==> src/rtl/adc_seq_pkg.sv <==
// Package: shared codes for the conversion sequence controller.
// Assumes the mode field is two bits wide and that its encodings are fixed.
package adc_seq_pkg;

    // Mode field encodings, as seen by software through the register map.
    typedef enum logic [1:0] {
        MODE_IDLE   = 2'b00,
        MODE_SINGLE = 2'b01,
        MODE_CONT   = 2'b10,
        MODE_OFF    = 2'b11
    } seq_mode_e;

    // Controller phases.
    typedef enum logic [2:0] {
        PH_OFF    = 3'd0,
        PH_SETTLE = 3'd1,
        PH_IDLE   = 3'd2,
        PH_START  = 3'd3,
        PH_CONV   = 3'd4
    } seq_phase_e;

    // True when the code asks the converter to run.
    function automatic logic wants_run(input logic [1:0] code);
        return (code == MODE_SINGLE) || (code == MODE_CONT);
    endfunction

endpackage

==> src/rtl/adc_mode_field.sv <==
// Module: adc_mode_field
// Holds the two-bit mode field. A write of the idle code while the field
// holds the off code is dropped. When the sequencer reports that a single
// sequence finished, the field falls back to idle unless a write lands in
// the same cycle, which wins. Exposes both the held and the next value so
// the sequencer reacts in the same edge as the field.
module adc_mode_field
    import adc_seq_pkg::*;
(
    input  logic       clk,
    input  logic       rst_n,
    input  logic       wr_en,
    input  logic [1:0] wr_data,
    input  logic       single_done,
    output logic [1:0] mode_q,
    output logic [1:0] mode_nxt
);

    logic accept;

    // Qualify the write: idle is not a legal request while powered down.
    always_comb begin
        accept = wr_en && !((wr_data == MODE_IDLE) && (mode_q == MODE_OFF));
    end

    // Pick the next field value: write first, then single-done fallback.
    always_comb begin
        if (accept) begin
            mode_nxt = wr_data;
        end else if (single_done) begin
            mode_nxt = MODE_IDLE;
        end else begin
            mode_nxt = mode_q;
        end
    end

    // Field storage, off after reset.
    always_ff @(posedge clk) begin
        if (!rst_n) begin
            mode_q <= MODE_OFF;
        end else begin
            mode_q <= mode_nxt;
        end
    end

endmodule

==> src/rtl/adc_settle_timer.sv <==
// Module: adc_settle_timer
// Counts clock cycles while run is high and flags the last cycle of the
// settling window. Dropping run clears the count at once, so a cancelled
// window always restarts from zero. Assumes CYCLES >= 1.
module adc_settle_timer #(
    parameter int CYCLES = 25000
) (
    input  logic clk,
    input  logic rst_n,
    input  logic run,
    output logic expired
);

    localparam int CW = (CYCLES < 2) ? 1 : $clog2(CYCLES + 1);
    localparam logic [CW-1:0] LAST = CW'(CYCLES - 1);

    logic [CW-1:0] cnt;

    // Elapsed-cycle counter, held at zero while not running.
    always_ff @(posedge clk) begin
        if (!rst_n || !run) begin
            cnt <= '0;
        end else if (cnt != LAST) begin
            cnt <= cnt + 1'b1;
        end
    end

    // Terminal-count flag, valid only while running.
    always_comb begin
        expired = run && (cnt == LAST);
    end

endmodule

==> src/rtl/adc_seq_fsm.sv <==
// Module: adc_seq_fsm
// Sequencer for the converter. Reacts to the next mode value, so a write
// takes effect on the same edge that stores it. Off forces power down from
// any phase. A run request from off goes through the settling phase; from
// idle it starts directly. Assumes adc_done is a single-cycle pulse.
module adc_seq_fsm
    import adc_seq_pkg::*;
(
    input  logic       clk,
    input  logic       rst_n,
    input  logic [1:0] mode_q,
    input  logic [1:0] mode_nxt,
    input  logic       settle_expired,
    input  logic       conv_done,
    output logic       settle_run,
    output logic       single_done,
    output logic       pwr_en,
    output logic       start,
    output logic       rdy
);

    seq_phase_e phase, phase_nxt;
    logic       rdy_nxt;

    // A finished single sequence clears the field back to idle.
    always_comb begin
        single_done = (phase == PH_CONV) && conv_done && (mode_q == MODE_SINGLE);
    end

    // Next-phase selection.
    always_comb begin
        phase_nxt = phase;
        if (mode_nxt == MODE_OFF) begin
            phase_nxt = PH_OFF;
        end else begin
            unique case (phase)
                PH_OFF: begin
                    if (wants_run(mode_nxt)) phase_nxt = PH_SETTLE;
                end
                PH_SETTLE: begin
                    if (settle_expired) begin
                        phase_nxt = wants_run(mode_nxt) ? PH_START : PH_IDLE;
                    end
                end
                PH_IDLE: begin
                    if (wants_run(mode_nxt)) phase_nxt = PH_START;
                end
                PH_START: begin
                    phase_nxt = PH_CONV;
                end
                PH_CONV: begin
                    if (conv_done) begin
                        phase_nxt = wants_run(mode_nxt) ? PH_START : PH_IDLE;
                    end
                end
                default: phase_nxt = PH_OFF;
            endcase
        end
    end

    // Result-ready decision: a done inside a conversion that is not aborted.
    always_comb begin
        rdy_nxt = (phase == PH_CONV) && conv_done && (mode_nxt != MODE_OFF);
    end

    // Phase and ready-pulse registers.
    always_ff @(posedge clk) begin
        if (!rst_n) begin
            phase <= PH_OFF;
            rdy   <= 1'b0;
        end else begin
            phase <= phase_nxt;
            rdy   <= rdy_nxt;
        end
    end

    // Decoded controls toward the converter and the timer.
    always_comb begin
        pwr_en     = (phase != PH_OFF);
        start      = (phase == PH_START);
        settle_run = (phase == PH_SETTLE);
    end

endmodule

==> src/rtl/adc_seq_ctrl.sv <==
// Module: adc_seq_ctrl (top)
// Conversion sequence controller: mode field, settling timer and sequencer.
// The settling window is CLK_FREQ_HZ / 1 MHz * SETTLE_US cycles; assumes
// CLK_FREQ_HZ is a whole number of MHz.
module adc_seq_ctrl #(
    parameter int CLK_FREQ_HZ = 250_000_000,
    parameter int SETTLE_US   = 100
) (
    input  logic       clk,
    input  logic       rst_n,
    input  logic       mode_wr,
    input  logic [1:0] mode_wdata,
    output logic [1:0] mode_rd,
    output logic       adc_pwr_en,
    output logic       adc_start,
    input  logic       adc_done,
    output logic       data_rdy
);

    localparam int CYC_PER_US    = CLK_FREQ_HZ / 1_000_000;
    localparam int SETTLE_RAW    = CYC_PER_US * SETTLE_US;
    localparam int SETTLE_CYCLES = (SETTLE_RAW < 1) ? 1 : SETTLE_RAW;

    logic [1:0] mode_q;
    logic [1:0] mode_nxt;
    logic       single_done;
    logic       settle_run;
    logic       settle_expired;

    adc_mode_field u_field (
        .clk         (clk),
        .rst_n       (rst_n),
        .wr_en       (mode_wr),
        .wr_data     (mode_wdata),
        .single_done (single_done),
        .mode_q      (mode_q),
        .mode_nxt    (mode_nxt)
    );

    adc_settle_timer #(
        .CYCLES (SETTLE_CYCLES)
    ) u_timer (
        .clk     (clk),
        .rst_n   (rst_n),
        .run     (settle_run),
        .expired (settle_expired)
    );

    adc_seq_fsm u_fsm (
        .clk            (clk),
        .rst_n          (rst_n),
        .mode_q         (mode_q),
        .mode_nxt       (mode_nxt),
        .settle_expired (settle_expired),
        .conv_done      (adc_done),
        .settle_run     (settle_run),
        .single_done    (single_done),
        .pwr_en         (adc_pwr_en),
        .start          (adc_start),
        .rdy            (data_rdy)
    );

    // Readback of the held mode field.
    always_comb begin
        mode_rd = mode_q;
    end

endmodule

==> config.mk <==
export PLATFORM = sky130hd
export DESIGN_NAME = adc_seq_ctrl
export DESIGN_NICKNAME = d
export VERILOG_FILES = /design/src/rtl/adc_seq_pkg.sv /design/src/rtl/adc_mode_field.sv /design/src/rtl/adc_settle_timer.sv /design/src/rtl/adc_seq_fsm.sv /design/src/rtl/adc_seq_ctrl.sv
export SDC_FILE = /design/constraint.sdc
export NUM_CORES = 1
export LEC_CHECK = 0
export ABC_AREA = 1
export BUFFER_PORTS_ARGS = -buffer_cell sky130_fd_sc_hd__buf_2
export CORE_MARGIN = 8
export CORE_UTILIZATION = 30
export CTS_CLUSTER_DIAMETER = 100
export DETAILED_ROUTE_END_ITERATION = 16
export GPL_TIMING_DRIVEN = 0
export PLACE_DENSITY_LB_ADDON = 0.2
export SYNTH_ARGS = -nofsm -noshare
export SYNTH_HDL_FRONTEND = slang
export SYNTH_SLANG_ARGS = --single-unit
==> constraint.sdc <==
create_clock -name clk -period 1.8 [get_ports clk]
set_clock_uncertainty 0.15 [all_clocks]
set_input_delay 0.27 -clock clk [delete_from_list [all_inputs] [get_ports clk]]
set_output_delay 0.27 -clock clk [all_outputs]
set_load 0.1 [all_outputs]
### Word level (Yosys, flattened, before mapping)

Cells that the tools add are included.

* bits in registers: 21
* output and inout bits: 5
* bits of input ports: 6

* equal/unequal tests: 16
* add/subtract/negate cells: 1
* bitwise operators: 1
* multiplexer cells: 8
* reduce and logical (&&, ||, !) cells: 16

Operator list (number)
* $add 15x1->15 const B: 1
* $eq 15x15->1 const B: 1
* $ne 15x15->1 const B: 1
* $pmux 3 s5: 1
* $mux 3: 4
* $eq 2x2->1 const B: 3
* $eq 3x2->1 const B: 2
* $logic_and 1x1->1: 6
* $ne 2x2->1 const B: 3
* $eq 2x1->1 const B: 2
* $mux 2: 2
* $ne 2x1->1 const B: 2
* $reduce_and 4->1: 1
* $eq 3x1->1 const B: 1
* $eq 3x3->1 const B: 1
* $logic_not 1->1: 3
* $logic_not 3->1: 1
* $reduce_bool 3->1: 1
* $logic_not 2->1: 1
* $logic_or 1x1->1: 2
* $reduce_or 2->1: 1
* $mux 1: 1
* $not 1->1: 1

### Longest topological paths before layout

* depth after elaboration: 10
* mapped depth: 11
* mapped depth without buffers: 11

### Modules after synthesis

A second synthesis with hierarchy kept.

* cells, all modules: 210
* area total of the unflattened synthesis: 1287.5 um2

Modules (own cells, without submodules)
* adc_settle_timer: sequential area each 300.3 um2, times used 1, cells each 146, area an instance 897.1 um2
* adc_seq_fsm: sequential area each 80.1 um2, times used 1, cells each 45, area an instance 281.5 um2
* adc_mode_field: sequential area each 40.0 um2, times used 1, cells each 19, area an instance 108.9 um2

### Worst setup path before layout

No wires, ideal clock.

* path kind: reg2reg
* start: register u_fsm.phase[0]
* end: register u_fsm.phase[2]
* arrival time: 2774 ps
* clock period less this slack: 2997 ps
* data required time: 1577 ps
* path buffers: 0
* slack: -1197 ps
* cell stages (with the launch flop): 5
* cell sequence: dfxtp_1 inv_1 nor3_1 inv_1 a21oi_1

* elaborated cells between the ends (all ways): 21

RTL lines
* from (decl): line adc_seq_fsm.sv:22 `seq_phase_e phase, phase_nxt;`
* from (signal assigned): line adc_seq_fsm.sv:72 `phase <= phase_nxt;`
* $eq 3x2->1
* via adc_start: line adc_seq_ctrl.sv:15 `output logic adc_start,`
* $pmux 3 s5: line adc_seq_fsm.sv:36 `unique case (phase)`

The timed path passes the listed nets, and every way through them passes these cells.
A chain may end at the register's enable or synchronous reset.

### Final worst setup path

* start: register u_fsm.phase[0]
* end: register u_fsm.phase[1]

* cells in the longest elaborated chain, start to end: 9
* elaborated cells between the ends (all ways): 21

RTL lines
* $eq 3x3->1 (*): line adc_seq_fsm.sv:27 `single_done = (phase == PH_CONV) && conv_done && (mode_q == MODE_SINGLE);`
* $logic_and 1x1->1 (*) (2 in a row): line adc_seq_fsm.sv:27
* $mux 2 (*): line adc_mode_field.sv:30 `end else if (single_done) begin`
* $mux 2 (*): line adc_mode_field.sv:28 `if (accept) begin`
* via mode_nxt[0]: line adc_seq_ctrl.sv:25 `logic [1:0] mode_nxt;`
* $eq 2x1->1 / $eq 2x2->1 (equally long branches): line adc_seq_pkg.sv:24 `return (code == MODE_SINGLE) || (code == MODE_CONT);`
* $logic_or 1x1->1: line adc_seq_pkg.sv:24
* $ne 2x1->1 (no line)
* $reduce_and 4->1 (no line)

Mark *: on every way through the listed nets, which the timed path passes. The rest lies on a longest branch.

==> results.json <==
{
  "status": "finished, violations left",
  "violations": "setup timing",
  "post-route-period-util_pct": 101.0,
  "syn-cell-area_um2": 1086,
  "syn_avg_cell_area_um2": 6.622,
  "ys_seq_area_share_pct": 38.71,
  "drv_cap": 0,
  "use_met3_pct": 1.415,
  "cp.required_ns": 1.90,
  "path_cells": "nor2_4 -> nand3_2 -> o211ai_1 -> o21ai_1 -> ha_1 -> or2_4 -> nand4_1 -> nand2_1 -> nor2_1",
  "io_buffer_count": 10,
  "clk_pin_slew_ns": 0.11,
  "rsz0062_at_grt": "yes",
  "synth_top_family_by_area": "simple AND/OR/NAND/NOR gates",
  "gr-usage-met2_pct": 14.40,
  "synthSimpleGateAreaFrac_pct": 35.14,
  "finalSetupViolations": 2,
  "slew_viol_final": 0,
  "timing.critical_path.from_type": "register",
  "die_width_um": 76.17,
  "cts_root_buf": "clkbuf_4",
  "grt_usage_pct": 8.346,
  "final_nets": 188,
  "grt-busiest-layer": "met2",
  "hp-class": "in2reg",
  "globalplace.congestion": 0.8775,
  "grt_max_degree": 13,
  "rows": 22,
  "postRouteAntennaNets": 0,
  "p_total_mw": 1.074,
  "vdd_drop_max_mv": 0.5538,
  "grtUsageMet1_pct": 9.911,
  "start_util_pct": 30.35,
  "cpMaxStageDelayCell": "dfxtp_2",
  "drive_above_1_share_pct": 22.35,
  "ys_seq_elements": 21,
  "pin_count": 11,
  "dieHeight_um": 76.17,
  "finalHoldViolations": 0,
  "route.detailed.drc": 0,
  "antenna_cells": 0,
  "drt-pass1-iter-count": 4,
  "cellLeakagePower_nw": 0.4863,
  "path_max_fanout": 3,
  "fin_util_pct": 37.27,
  "drtIter0Drc": 25,
  "grt_pass1_vias": 996,
  "relSlewSlack_pct": 67.70,
  "dpl.hpwl_mm": 1.785,
  "hold_buffers": 0,
  "final_area_um2": 1334,
  "fmax_mhz": 550.3,
  "h-tree-depth": 1,
  "syn_to_final_growth_pct": 22.81,
  "die-area_um2": 5801,
  "place_area_um2": 1231,
  "synth-xor-area-share_pct": 2.419,
  "regToRegStartpoint": "u_fsm.phase[0]",
  "cts_buffers": 3,
  "power_density_nw_per_um2": 805.2,
  "cts_tree": "yes",
  "max_stage_delay_ns": 0.36,
  "yosysWarningCount": 0,
  "insertion_delay_ns": 0.30,
  "wirelength_mm": 2.337,
  "synthAdderAreaFrac_pct": 2.304,
  "clkSinkCount": 21,
  "worst_pin_slew_ns": 0.4879,
  "muxShareOfSynthArea_pct": 0,
  "overflow": 0,
  "end_kind": "register",
  "startpoint": "u_fsm.phase[0]",
  "synth.distinct_cells": 21,
  "cp_data_arrival_time_ns": 1.91,
  "hold_slack_ns": 0.07046,
  "netlist_instances": 164,
  "routedWlPerCell_um": 10.30,
  "clock_path_buffers": 2,
  "syn_nets": 172,
  "synth_compound_area_share_pct": 12.79,
  "finalCriticalPeriod_ns": 1.817,
  "setup_slack_ns": -0.01720,
  "vias": 1008,
  "critical_path_class": "reg2reg",
  "core_area_um2": 3578,
  "antenna_found_initial": 0,
  "viasPerCell": 4.441,
  "hold_start": "adc_done",
  "grt_pass1_wl_mm": 4.188
}
==> cell usage after synthesis <==
cell      instances  share of area, %
nor3_1            1              0.46
o211ai_1          1              0.69
nand2_2           2               1.2
clkbuf_1          1              0.35
dfxtp_1          21                39
nand4_1           3               1.7
or2_2             4               2.3
inv_1            23               7.9
o21ai_0          12               5.5
a21oi_1          13               6.0
or2_0             1              0.58
nor2_2            4               2.3
nand3_1          12               5.5
xnor2_1           2               1.6
nand3b_1          2               1.4
nand2_1          30                10
a31oi_1           1              0.58
nor2_1           27               9.3
inv_2             1              0.35
xor2_1            1              0.81
ha_1              2               2.3
==> area by class of cell <==
cell class	count	area, um^2
plain buffers	1	3.754
clock buffers	3	22.52
clock inverters	1	5.005
fillers	399	2245
inverters	24	90.09
multi-input cells	118	654.4
flip-flops and latches	21	431.7
well taps	48	60.06
repair buffers	11	66.31
==> report_power, final <==
group          switching, mW  internal (mW)
combinational          0.233          0.108
sequential            0.0228          0.484
clock                  0.143         0.0828
==> sequential cells by signal, indices dropped and copies added (netlist names) <==
signal / cells
u_fsm.phase: 3
u_fsm.rdy: 1
u_field.mode_q: 2
u_timer.cnt: 15
==> through the flow <==
| stage | setup TNS [ns] | std cells | worst slack [ns] |
|---|---|---|---|
| after global placement | -0.1794 | 222 | -0.1131 |
| after CTS | -0.06957 | 227 | -0.03915 |
| after global routing | -0.2418 | 227 | -0.1344 |
| final | -0.02603 | 227 | -0.01720 |
| after detailed placement | -0.2888 | 222 | -0.1637 |
| after floorplan | -0.2774 | 164 | -0.1426 |
==> cells in the final DEF (no fill, tap or decap), types with 2 or more instances in the layout <==
cell type  count
a21oi_1       13
buf_2          8
buf_4          2
clkbuf_4       3
dfxtp_1       16
dfxtp_2        3
dfxtp_4        2
inv_1         23
nand2_1       30
nand2_2        2
nand3_1        9
nand3_2        3
nand3b_1       2
nand4_1        3
nor2_1        25
nor2_2         4
nor2_4         2
o21ai_0       10
or2_2          3
xnor2_1        2
==> worst paths after layout <==
check	to	slack, ns	cells after the start
max	u_fsm.phase[1]	-0.02	9
min reg2reg	u_timer.cnt[8]	0.34	2
min	u_fsm.rdy	0.07	3
max reg2reg	u_fsm.phase[1]	-0.02	9
==> worst max-delay path, delay by kind of cell, from the launching register on <==
family | cells | cell delay, ns
adder cells (fa/ha/maj) | 1 | 0.30
flip-flops | 1 | 0.36
AO/OA/AOI/OAI | 2 | 0.28
AND/OR/NAND/NOR | 6 | 0.68
==> per-layer routing <==
layer / share of wire, % / up-vias / routed length, um
met5: 0 / - / 0
met4: 1.0 / 0 / 24
met3: 2.5 / 2 / 59
met2: 49 / 9 / 1135
met1: 48 / 444 / 1118
li1: - / 553 / -
==> cells by family (layout without fill, tap and decap cells) <==
logic type      after synthesis  count (layout)
simple gates                 86              86
xor+xnor                      3               3
buf+inv                      25              40
flops                        21              21
fa+ha+maj                     2               2
compound gates               27              27
==> timing repair <==
item / in CTS / in global routing
setup endpoints to repair: 4 / 6
gates resized for setup: 7 / 9
pin swaps: 3 / 0
gates cloned: 0 / 0
buffers inserted: 1 / 0
No activity file was read; power rests on OpenSTA's default activity.
